File: src/rtl/twb_pkg.sv
package twb_pkg;

  localparam logic [1:0] FMT_I2C    = 2'd0;
  localparam logic [1:0] FMT_CLKSER = 2'd1;

  // Strobes from the flag control to the byte registers
  typedef struct packed {
    logic ldHold;          // CPU byte into holding register
    logic ldShiftFromHold; // holding register into shift register
    logic ldShiftFromBus;  // received byte parked in shift register
    logic ldRxFromShift;   // parked byte into receive register
    logic ldRxFromBus;     // received byte straight into receive register
  } dpStrobe_t;

endpackage

File: src/rtl/twb_flag_ctrl.sv
module twb_flag_ctrl
  import twb_pkg::*;
(
  input  logic       clk,
  input  logic       rstN,
  input  logic       cpuWr,
  input  logic       cpuRd,
  input  logic       trsIn,
  input  logic       busy,
  input  logic       isMaster,
  input  logic [1:0] fmtSel,
  input  logic       busStartSeen,
  input  logic       busStopSeen,
  input  logic       startIssued,
  input  logic       stopIssued,
  input  logic       shiftDone,
  input  logic       shiftOk,
  output logic       txFlag,
  output logic       rxFlag,
  output dpStrobe_t  strobe
);

  logic trsEff, trsEffD;
  logic holdValid, txShiftFull, rxPending;
  logic startPend, stopPend, busOn;
  logic tdreQ, rdrfQ;

  logic isRaw, isI2c, isFramed;
  logic trsKeep, trsNext;
  logic wrTx, rdRx, frameRx, movePend, directRx, loadHold;
  logic stopClr, startSet, txEnter, tdreSet;
  logic tdreNext, rdrfNext;

  assign isRaw    = fmtSel[1];
  assign isFramed = ~fmtSel[1];
  assign isI2c    = (fmtSel == FMT_I2C);

  // Deferred drop to receive while a frame is on the bus
  assign trsKeep = trsEff & ~trsIn & busy & ~shiftDone;
  assign trsNext = trsKeep ? 1'b1 : trsIn;

  assign wrTx     = trsEff & cpuWr;
  assign rdRx     = ~trsEff & cpuRd;
  assign frameRx  = ~trsEff & shiftDone & shiftOk;
  assign movePend = rxPending & ~rdrfQ & ~rdRx;
  assign directRx = frameRx & ~rdrfQ & ~rxPending & ~rdRx;
  assign loadHold = trsEff & holdValid & ~txShiftFull & ~rxPending;

  assign stopClr  = busStopSeen & (isI2c | (isFramed & stopPend));
  assign startSet = isMaster & isFramed & busStartSeen & startPend;
  assign txEnter  = trsEff & ~trsEffD & busOn;
  assign tdreSet  = startSet | isRaw | loadHold | txEnter;

  always_comb begin
    if (!trsEff)       tdreNext = 1'b0;
    else if (wrTx)     tdreNext = 1'b0;
    else if (stopClr)  tdreNext = 1'b0;
    else if (tdreSet)  tdreNext = 1'b1;
    else               tdreNext = tdreQ;
  end

  always_comb begin
    if (rdRx)                       rdrfNext = 1'b0;
    else if (movePend || directRx)  rdrfNext = 1'b1;
    else                            rdrfNext = rdrfQ;
  end

  always_ff @(posedge clk) begin
    if (!rstN) begin
      trsEff      <= 1'b0;
      trsEffD     <= 1'b0;
      holdValid   <= 1'b0;
      txShiftFull <= 1'b0;
      rxPending   <= 1'b0;
      startPend   <= 1'b0;
      stopPend    <= 1'b0;
      busOn       <= 1'b0;
      tdreQ       <= 1'b0;
      rdrfQ       <= 1'b0;
    end else begin
      trsEff  <= trsNext;
      trsEffD <= trsEff;
      tdreQ   <= tdreNext;
      rdrfQ   <= rdrfNext;

      if (!trsEff)       holdValid <= 1'b0;
      else if (wrTx)     holdValid <= 1'b1;
      else if (loadHold) holdValid <= 1'b0;

      if (!trsEff)        txShiftFull <= 1'b0;
      else if (loadHold)  txShiftFull <= 1'b1;
      else if (shiftDone) txShiftFull <= 1'b0;

      if (frameRx && !directRx) rxPending <= 1'b1;
      else if (movePend)        rxPending <= 1'b0;

      if (startIssued)       startPend <= 1'b1;
      else if (busStartSeen) startPend <= 1'b0;

      if (stopIssued)       stopPend <= 1'b1;
      else if (busStopSeen) stopPend <= 1'b0;

      if (busStartSeen)     busOn <= 1'b1;
      else if (busStopSeen) busOn <= 1'b0;
    end
  end

  always_comb begin
    strobe                 = '0;
    strobe.ldHold          = wrTx;
    strobe.ldShiftFromHold = loadHold;
    strobe.ldShiftFromBus  = frameRx & ~directRx;
    strobe.ldRxFromShift   = movePend;
    strobe.ldRxFromBus     = directRx;
  end

  assign txFlag = tdreQ;
  assign rxFlag = rdrfQ;


  tdre_rx_zero_chk: assert property (@(posedge clk) disable iff (!rstN)
    !trsEff |=> !txFlag);


  tdre_write_clr_chk: assert property (@(posedge clk) disable iff (!rstN)
    (trsEff && cpuWr) |=> !txFlag);


  rdrf_read_clr_chk: assert property (@(posedge clk) disable iff (!rstN)
    (!trsEff && cpuRd) |=> !rxFlag);


  rdrf_hold_chk: assert property (@(posedge clk) disable iff (!rstN)
    (rxFlag && !(cpuRd && !trsEff)) |=> rxFlag);


  trs_defer_chk: assert property (@(posedge clk) disable iff (!rstN)
    (trsEff && busy && !shiftDone) |=> trsEff);

endmodule

File: src/rtl/twb_byte_path.sv
module twb_byte_path
  import twb_pkg::*;
#(
  parameter int DATA_W = 8
) (
  input  logic              clk,
  input  logic              rstN,
  input  dpStrobe_t         strobe,
  input  logic [DATA_W-1:0] cpuWrData,
  input  logic [DATA_W-1:0] rxByte,
  output logic [DATA_W-1:0] txShiftData,
  output logic [DATA_W-1:0] cpuRdData
);

  logic [DATA_W-1:0] holdReg, shiftReg, rxReg;

  always_ff @(posedge clk) begin
    if (!rstN) begin
      holdReg  <= '0;
      shiftReg <= '0;
      rxReg    <= '0;
    end else begin
      if (strobe.ldHold) holdReg <= cpuWrData;

      if (strobe.ldShiftFromHold)     shiftReg <= holdReg;
      else if (strobe.ldShiftFromBus) shiftReg <= rxByte;

      if (strobe.ldRxFromShift)    rxReg <= shiftReg;
      else if (strobe.ldRxFromBus) rxReg <= rxByte;
    end
  end

  assign txShiftData = shiftReg;
  assign cpuRdData   = rxReg;


  hold_to_shift_chk: assert property (@(posedge clk) disable iff (!rstN)
    strobe.ldShiftFromHold |=> (shiftReg == $past(holdReg)));


  shift_to_rx_chk: assert property (@(posedge clk) disable iff (!rstN)
    strobe.ldRxFromShift |=> (rxReg == $past(shiftReg)));


  rx_stable_chk: assert property (@(posedge clk) disable iff (!rstN)
    !(strobe.ldRxFromShift || strobe.ldRxFromBus) |=> $stable(rxReg));

endmodule

File: src/rtl/twb_buf_top.sv
module twb_buf_top
  import twb_pkg::*;
#(
  parameter int DATA_W = 8
) (
  input  logic              clk,
  input  logic              rstN,
  input  logic              cpuWr,
  input  logic [DATA_W-1:0] cpuWrData,
  input  logic              cpuRd,
  output logic [DATA_W-1:0] cpuRdData,
  input  logic              trsIn,
  input  logic              busy,
  input  logic              isMaster,
  input  logic [1:0]        fmtSel,
  input  logic              busStartSeen,
  input  logic              busStopSeen,
  input  logic              startIssued,
  input  logic              stopIssued,
  input  logic              shiftDone,
  input  logic              shiftOk,
  input  logic [DATA_W-1:0] rxByte,
  output logic [DATA_W-1:0] txShiftData,
  output logic              txFlag,
  output logic              rxFlag
);

  dpStrobe_t strobe;

  twb_flag_ctrl u_ctrl (
    .clk          (clk),
    .rstN         (rstN),
    .cpuWr        (cpuWr),
    .cpuRd        (cpuRd),
    .trsIn        (trsIn),
    .busy         (busy),
    .isMaster     (isMaster),
    .fmtSel       (fmtSel),
    .busStartSeen (busStartSeen),
    .busStopSeen  (busStopSeen),
    .startIssued  (startIssued),
    .stopIssued   (stopIssued),
    .shiftDone    (shiftDone),
    .shiftOk      (shiftOk),
    .txFlag       (txFlag),
    .rxFlag       (rxFlag),
    .strobe       (strobe)
  );

  twb_byte_path #(.DATA_W(DATA_W)) u_path (
    .clk         (clk),
    .rstN        (rstN),
    .strobe      (strobe),
    .cpuWrData   (cpuWrData),
    .rxByte      (rxByte),
    .txShiftData (txShiftData),
    .cpuRdData   (cpuRdData)
  );

endmodule

File: config.mk
export PLATFORM = sky130hd
export DESIGN_NAME = twb_buf_top
export DESIGN_NICKNAME = d
export VERILOG_FILES = /design/src/rtl/twb_pkg.sv /design/src/rtl/twb_flag_ctrl.sv /design/src/rtl/twb_byte_path.sv /design/src/rtl/twb_buf_top.sv
export SDC_FILE = /design/constraint.sdc
export NUM_CORES = 1
export LEC_CHECK = 0
export ABC_CLOCK_PERIOD_IN_PS = 2450
export BUFFER_PORTS_ARGS = -buffer_cell sky130_fd_sc_hd__buf_2
export CORE_MARGIN = 5
export CORE_UTILIZATION = 24
export CTS_BUF_LIST = sky130_fd_sc_hd__clkbuf_8
export DETAILED_ROUTE_END_ITERATION = 8
export HOLD_SLACK_MARGIN = 0.12
export PLACE_DENSITY = 0.45
export SLEW_MARGIN = 20
export SYNTH_ARGS = -nofsm -noshare
export SYNTH_HDL_FRONTEND = slang
export SYNTH_SLANG_ARGS = --single-unit
export TNS_END_PERCENT = 5
File: constraint.sdc
create_clock -name clk -period 2.45 [get_ports clk]
set_input_delay 0.735 -clock clk [delete_from_list [all_inputs] [get_ports clk]]
set_output_delay 0.735 -clock clk [all_outputs]
set_load 0.01 [all_outputs]
# Word-level counts from Yosys, hierarchy flattened
# Index checks and enable logic that the tools add are counted.
[word_totals] wordCells=82 output_inout_bits=18 regBits=34
[classes] reduce_logical=15 bitwise_logic=38 n_mux=16
[op_table] op="2-to-1 mux 8 bit" count=4
[op_table] op="bitwise AND 1 bit" count=23
[op_table] op="nonzero test 2 bit" count=8
[op_table] op="2-to-1 mux 1 bit" count=12
[op_table] op="NOT 1 bit" count=11
[op_table] op="bitwise OR 1 bit" count=4
[op_table] op="OR reduction 4 bit" count=1
[op_table] op="logical NOT 2 bit" count=1
[op_table] op="AND reduction 2 bit" count=1
[op_table] op="OR reduction 2 bit" count=1
[op_table] op="logical AND 1 bit" count=1
[op_table] op="logical NOT 1 bit" count=1
[op_table] op="logical OR 1 bit" count=1

# Depth between registers and ports, before layout
# Gate-level depths: netlist (run 1).
[logic_depth] ltp_word=10 mapped_depth=5

# Cells and area by module
# A second synthesis (run 1) with hierarchy kept.
[hier_totals] hier_cells=150 hier_area_um2=1661.6
[modules_own_cells] module="twb_byte_path" area_each_um2=1178.6 instances=1 cells_per_inst=95 seq_area_each_um2=480.5
[modules_own_cells] module="twb_flag_ctrl" area_each_um2=483.0 instances=1 cells_per_inst=55 seq_area_each_um2=200.2

# Worst setup path after synthesis (run 1)
# OpenSTA, ideal clock, no wires.
[synth_timing] path_type="input-to-reg" from="input shiftOk" to="register u_path.rxReg[0], in the netlist u_path.cpuRdData[0]" arrival_ns=1.540 setup_slack_ns=0.838 required_time_ns=2.378 path_buffers=1 stages=4 cell_sequence="and3b_1 buf_6 o211ai_4 mux2i_1"
[synth_via] elab_chain_len=5
[synth_lines] element="start: declaration" line_no="twb_buf_top.sv:21" source="input logic shiftOk,"
[synth_lines] element="bitwise AND 1 bit" line_no="twb_flag_ctrl.sv:44" source="assign frameRx = ~trsEff & shiftDone & shiftOk;"
[synth_lines] element="bitwise AND 1 bit (3 in a row)" line_no="twb_flag_ctrl.sv:46" source="assign directRx = frameRx & ~rdrfQ & ~rxPending & ~rdRx;"
[synth_lines] element="nonzero test 2 bit (no line)"
[synth_lines] element="end signal: assignment" line_no="twb_byte_path.sv:28" source="if (strobe.ldRxFromShift) rxReg <= shiftReg;"
[synth_lines] element="end signal: assignment" line_no="twb_byte_path.sv:29" source="else if (strobe.ldRxFromBus) rxReg <= rxByte;"
[synth_lines] element="end: declaration" line_no="twb_byte_path.sv:15" source="logic [DATA_W-1:0] holdReg, shiftReg, rxReg;"
# Every way passes these cells.
# A chain may end at the register's enable or synchronous reset.

# Worst setup path after layout (run 1)
[layout_timing] from="register u_ctrl.rdrfQ, in the netlist u_ctrl.rxFlag" to="output rxFlag"
[layout_lines] element="start: declaration" line_no="twb_flag_ctrl.sv:26" source="logic tdreQ, rdrfQ;"
[layout_lines] element="start signal: assignment" line_no="twb_flag_ctrl.sv:84" source="rdrfQ <= rdrfNext;"
[layout_lines] element="end: declaration" line_no="twb_buf_top.sv:25" source="output logic rxFlag"
# No word-level cell between the ends.

==> metrics.txt, run 1 <==
cell family with most CP delay flip-flops; Setup crit end kind primary output; Cell Count, Final, Fillers Out 291; clock network fraction of design power 0.341; sequential fraction of the synthesis area 0.4526; critical path depth 1; Netlist cell types 27; WL/cell about 13 µm; IO Pins 49; placed insts approximately 280; Final Max Tran Viols 0; Post-CTS Hold Fix Bufs 0; layout cell share with drive strength beyond 1 0.2870; Worst EP required approximately 1.7 ns; DR pass1 iterations 4; maximum buffer depth of the clock tree 2; Max-Cap Viols 0; reg-to-reg endpoint u_path.cpuRdData[3]$_SDFFE_PN0P_; Worst R2R Start u_ctrl.trsEff$_SDFF_PN0_; Critical Path End rxFlag; most frequent cells in the layout 48 x buf_2, 34 x dfxtp_1, 27 x nand2_1, 17 x nand3_1, 16 x o21ai_0; flop-to-flop setup slack just over 1 ns; Switching Share 0.2570; Max transition margin 0.6636; IO buf count 48; worst slew pin tran about 0.50 ns; startpoint types flop; number of flops mapped to enable cells by yosys 0; TritonCTS clock tree yes; Synth Area per Inst slightly below 9 µm²; H-tree depth 2; total gr overflow 0; Overall Global Routing Usage 0.09649; Synth Register Bits 34; f_max ~0.63 GHz; CTS resizes 0; hold_sp u_path.cpuRdData[4]$_SDFFE_PN0P_; num rows 28; ys async rst share 0; Crit Path Max Fanout 5; vias in the first global route approximately 1,200; Num CTS Buffers 5; Die W approximately 89 µm; commonest non-fill, non-tap cell in the layout buf_2; GPL Wtd Cong 0.6929; VDD IR max between 0.15 and 0.2 mV; area delta synth->final 25.87%; clock transition at the registers of the reported paths approximately 0.070 ns; Clock Latency Late Sink ~0.28 ns; unrepaired setup endpoints after global routing no; TNS Setup 0 ns; leakage power total between 0.8 and 0.9 nW; Worst path slowest cell dfxtp_1; first-pass GRT wire length 5996 µm; syn_nets roughly 200; minimum clock period 1.581 ns; DRC 0; CTS sink count 34; largest net degree at the start of global routing 31; Data arrival, critical path around 0.85 ns; cells after synthesis ~170; Sequential Power Share 0.527; die height 89.16 µm; Post-CTS Setup Bufs 0; Tcrit/Tclk final 0.6454; Post-Route WL between 3000 and 4000 µm; Worst setup startpoint u_ctrl.rxFlag$_SDFFE_PP0P_; die area 0.007950 mm²; dpl hpwl between 2000 and 3000 µm; Routed Antenna Nets 0; CP Class reg -> out; combinational fraction of design power 0.132; outcome completed; Hold Path Class reg -> reg; Yosys warnings 0; n_diodes 0; Root Buffer clkbuf_8; crit-path cells buf_2; cell area after synthesis 0.001504 mm²; Core ar. around 0.0060 mm²; worst stage delay on the critical path ~0.40 ns; Main synth FF type dfxtp_1; via count ~1,300; Initial Util 0.2510; antenna violations before repair 0; initial drt markers 75; CP bufs+invs 1; P_sw a little under 0.3 mW; DR vias/cell about 4.5; worst reg-to-reg path cell count 3; setup violators final 0; Layout Skew between 0.003 and 0.004 ns; Nets around 250; PwrDens a little under 600 mW/mm²; Int Pwr about 0.84 mW; hold violation total from the final report 0
[power by group through the flow]
stage	sequential [mW]	combinational (mW)	clock, mW
floorplan	0.609	0.0838	0
global placement	0.605	0.151	0
detailed placement	0.606	0.150	0
CTS	0.593	0.152	0.402
global route	0.595	0.164	0.430
finish	0.593	0.148	0.384
[per-layer routing]
metal  wire length (µm)  part of all wire  GRT usage
met5                  0                 0          0
met4                 59             0.015    0.03248
met3                266             0.068    0.03502
met2               1650              0.42     0.1353
met1               1909              0.49     0.1360
[worst min-delay path by stage]
stage	cells after the start	to	slack (ns)
after floorplan	2	u_path.holdReg[1]$_SDFFE_PN0P_	0.44
after global placement	2	u_path.cpuRdData[0]$_SDFFE_PN0P_	0.45
after detailed placement	2	u_path.cpuRdData[5]$_SDFFE_PN0P_	0.45
after CTS	2	u_path.cpuRdData[5]$_SDFFE_PN0P_	0.46
after global routing	2	u_path.cpuRdData[2]$_SDFFE_PN0P_	0.48
final	2	u_path.cpuRdData[4]$_SDFFE_PN0P_	0.46
[cells in the mapped netlist (2+ instances only)]
master	count	area (µm²)
o21a_1	4	30.03
o21ai_0	16	80.08
a21boi_0	8	60.06
mux2i_1	8	80.08
a21oi_1	2	10.01
nor2_1	3	11.26
inv_1	3	11.26
mux2_1	8	90.09
clkbuf_1	6	22.52
buf_2	4	20.02
a2111oi_0	2	17.52
nor2b_1	6	37.54
nand2_1	27	101.4
nand3_1	17	85.08
dfxtp_1	34	680.7
a31oi_1	9	56.30
[flip-flops by register name (all words and copies together) (netlist names)]
register and cells:
u_ctrl.rxFlag 1, u_path.cpuRdData 8, u_path.holdReg 8, u_path.txShiftData 8, u_ctrl.startPend 1, u_ctrl.txFlag 1
u_ctrl.rxPending 1, u_ctrl.txShiftFull 1, u_ctrl.stopPend 1, u_ctrl.busOn 1, u_ctrl.holdValid 1, u_ctrl.trsEff 1
u_ctrl.trsEffD 1
[layout make-up]
class / count / area [µm²]
Clock buffer: 5 / 68.82
Clock inverter: 2 / 10.01
Fill cell: 657 / 4098
Inverter: 3 / 11.26
Multi-Input combinational cell: 120 / 758.2
Sequential cell: 34 / 680.7
Tap cell: 75 / 93.84
Timing Repair Buffer: 52 / 270.3
[cells by family after synthesis]
logic type	count (synthesis)	share of synthesized area
multiplexers	16	0.1131
AND/OR/NAND/NOR	60	0.1964
AO/OA/AOI/OAI	44	0.1947
buffers and inverters	14	0.04326
flip-flops	34	0.4526
[metrics by stage]
stage / utilization / hold slack (ns) / power (mW) / setup slack (ns) / instance area [µm²]
floorplan: - / 0.4403 / 0.6930 / 0.8379 / 1504
global placement: 0.3028 / 0.4450 / 0.7567 / 0.5965 / 1814
detailed placement: 0.3028 / 0.4511 / 0.7563 / 0.5679 / 1814
CTS: 0.3160 / 0.4613 / 1.147 / 0.8492 / 1893
global route: 0.3160 / 0.4817 / 1.190 / 0.8100 / 1893
finish: 0.3160 / 0.4574 / 1.125 / 0.8687 / 1893
Power figures use the tool's default switching activity.
==> inputs of run 2 (changes only) <==
--- a/config.mk
+++ b/config.mk
@@ -5,7 +5,8 @@
 export SDC_FILE = /design/constraint.sdc
 export NUM_CORES = 1
 export LEC_CHECK = 0
-export ABC_CLOCK_PERIOD_IN_PS = 2450
+export ABC_AREA = 1
+export ABC_CLOCK_PERIOD_IN_PS = 1500
 export BUFFER_PORTS_ARGS = -buffer_cell sky130_fd_sc_hd__buf_2
 export CORE_MARGIN = 5
 export CORE_UTILIZATION = 24
==> constraint.sdc (replaced) <==
create_clock -name clk -period 1.5 [get_ports clk]
set_input_delay 0.45 -clock clk [delete_from_list [all_inputs] [get_ports clk]]
set_output_delay 0.45 -clock clk [all_outputs]
set_load 0.01 [all_outputs]
==> metrics.txt, run 2 <==
hold violation total from the final report 0; grt peak-use layer met2; Post-CTS Setup Bufs 0; die area 0.008342 mm²; cell family with most CP delay flip-flops; placed insts 343; Yosys warnings 0; largest net degree at the start of global routing 24; Post-synth top cells 54 x nand2_1, 34 x dfxtp_1, 34 x nor2_1; leakage power total 1.015 nW; CP bufs+invs 1; first-pass GRT wire length approximately 7000 µm; commonest non-fill, non-tap cell in the layout nand2_1; Setup crit end kind primary output; cells after synthesis approximately 220; crit-path cells buf_2; post-synth top area cell dfxtp_1; VDD IR max about 0.34 mV; GPL Wtd Cong between 0.7 and 0.8; Hold Path Class in -> reg; fin util 0.3190; area delta synth->final 28.29%; Clock Latency Late Sink between 0.2 and 0.3 ns; initial drt markers 56; Data arrival, critical path 0.92 ns; Tcrit/Tclk final 0.9139; GRT met3 Usage 0.03388; startpoint types flop; CTS resizes 0; Worst path slowest cell dfxtp_1; IO Pins 49; PwrDens slightly above 1000 mW/mm²; Final Max Tran Viols 0; Synth Area per Inst roughly 7.3 µm²; Main synth FF type dfxtp_1; post-synth top area share 0.4287; CP Class reg -> out; Hold Slack 0.3755 ns; num rows 29; H-tree depth 2; maximum buffer depth of the clock tree 2; Post-CTS Hold Fix Bufs 0; via count 1,526; layout cell share with drive strength beyond 1 0.2774; DR vias/cell roughly 4.3; TritonCTS clock tree yes; syn_nets between 200 and 300; Die W a little over 90 µm; antenna violations before repair 0; pre-CTS WS 0.03507 ns; clock transition at the registers of the reported paths around 0.070 ns; Overall Global Routing Usage 0.1014; outcome completed; most frequent cells in the layout 54 x nand2_1, 48 x buf_2, 34 x nor2_1, 34 x dfxtp_1, 22 x nand3_1; DR pass1 iterations 4; CTS sink count 34; WL/cell ~12 µm; Routed Antenna Nets 0; Netlist cell types 22; ys async rst share 0; Max-Cap Viols 0; unrepaired setup endpoints after global routing no; cell area after synthesis between 0.0015 and 0.002 mm²; Max transition margin 0.8097; DRC 0; setup violators final 0; TNS Setup 0 ns; Root Buffer clkbuf_8; Synth area leaders dfxtp_1 43%, nand2_1 13%, nor2_1 8.0%, nand3_1 6.9%, a21oi_1 5.4%; Initial Util 0.2486; dpl hpwl 3222 µm; setup ws final 0.1291 ns; Layout Skew 0.002774 ns; met2 usage 0.1538; Crit Path Max Fanout 3; Core ar. around 0.0064 mm²; minimum clock period between 1 and 1.5 ns; vias in the first global route about 1,400; Synth Register Bits 34; worst slew pin tran around 0.28 ns; Nets between 300 and 400; met1 GRT Util 0.1339; Num CTS Buffers 5; total gr overflow 0; die height between 90 and 100 µm; IO buf count 48; sequential fraction of the synthesis area 0.4287; worst stage delay on the critical path 0.46 ns; Post-Route WL 4070 µm; Worst EP required between 1 and 1.5 ns; f_max between 0.7 and 0.8 GHz; number of flops mapped to enable cells by yosys 0; leading cell type by number of instances after synthesis nand2_1; n_diodes 0; Cell Count, Final, Fillers Out roughly 350
## run 2: cell types whose count changed after synthesis, moves of 5 or more
cell      previous run  this run
a21boi_0             8         0
a21oi_1              2        17
a31oi_1              9         2
inv_1                3        12
mux2_1               8         0
mux2i_1              8         0
nand2_1             27        54
nand2_4              0         5
nand3_1             17        22
nand3b_1             1         9
nor2_1               3        34
nor2b_1              6         0
o21ai_0             16         8
## run 2: path summary, 6_finish.rpt
| check | start | endpoint | slack (ns) | cells past startpoint |
|---|---|---|---|---|
| setup / recovery | u_ctrl.rxFlag$_SDFFE_PP0P_ | rxFlag | 0.13 | 1 |
| hold / removal | startIssued | u_ctrl.startPend$_SDFFE_PN0P_ | 0.38 | 3 |
| setup reg to reg | u_ctrl.trsEff$_SDFF_PN0_ | u_path.txShiftData[4]$_SDFFE_PN0P_ | 0.21 | 6 |
| hold reg to reg | u_path.holdReg[5]$_SDFFE_PN0P_ | u_path.holdReg[5]$_SDFFE_PN0P_ | 0.46 | 2 |
## run 2: cells by family (layout without fill, tap and decap cells)
logic type,count (synthesis),in the layout,share of synthesized area
AND/OR/NAND/NOR,131,131,0.3964
buffers and inverters,23,78,0.07407
flip-flops,34,34,0.4287
AO/OA/AOI/OAI,31,31,0.1009
## run 2: where the power goes
part           switching [mW]  internal, mW
Sequential             0.0320         0.954
Clock                   0.336         0.489
Combinational           0.172         0.133
Total                   0.540          1.58
## run 2: per-stage QoR
step | cell area, µm² | power, mW
floorplan | 1588 | 1.192
global placement | 1928 | 1.319
detailed placement | 1928 | 1.317
CTS | 2037 | 2.153
global route | 2037 | 2.240
finish | 2037 | 2.116
## run 2: layer usage
layer  vias to the layer above  share of wire
met3                         6          0.051
met1                       658           0.48
met4                         0          0.015
li1                        822              -
met5                         -              0
met2                        40           0.45
## run 2: area by class of cell
class                           instances  area [µm²]
Fill cell                             748        4349
Sequential cell                        34       680.7
Clock inverter                          3       40.04
Tap cell                               77       96.34
Inverter                               15       56.30
Multi-Input combinational cell        162       789.5
Timing Repair Buffer                   55       305.3
Clock buffer                            5       68.82
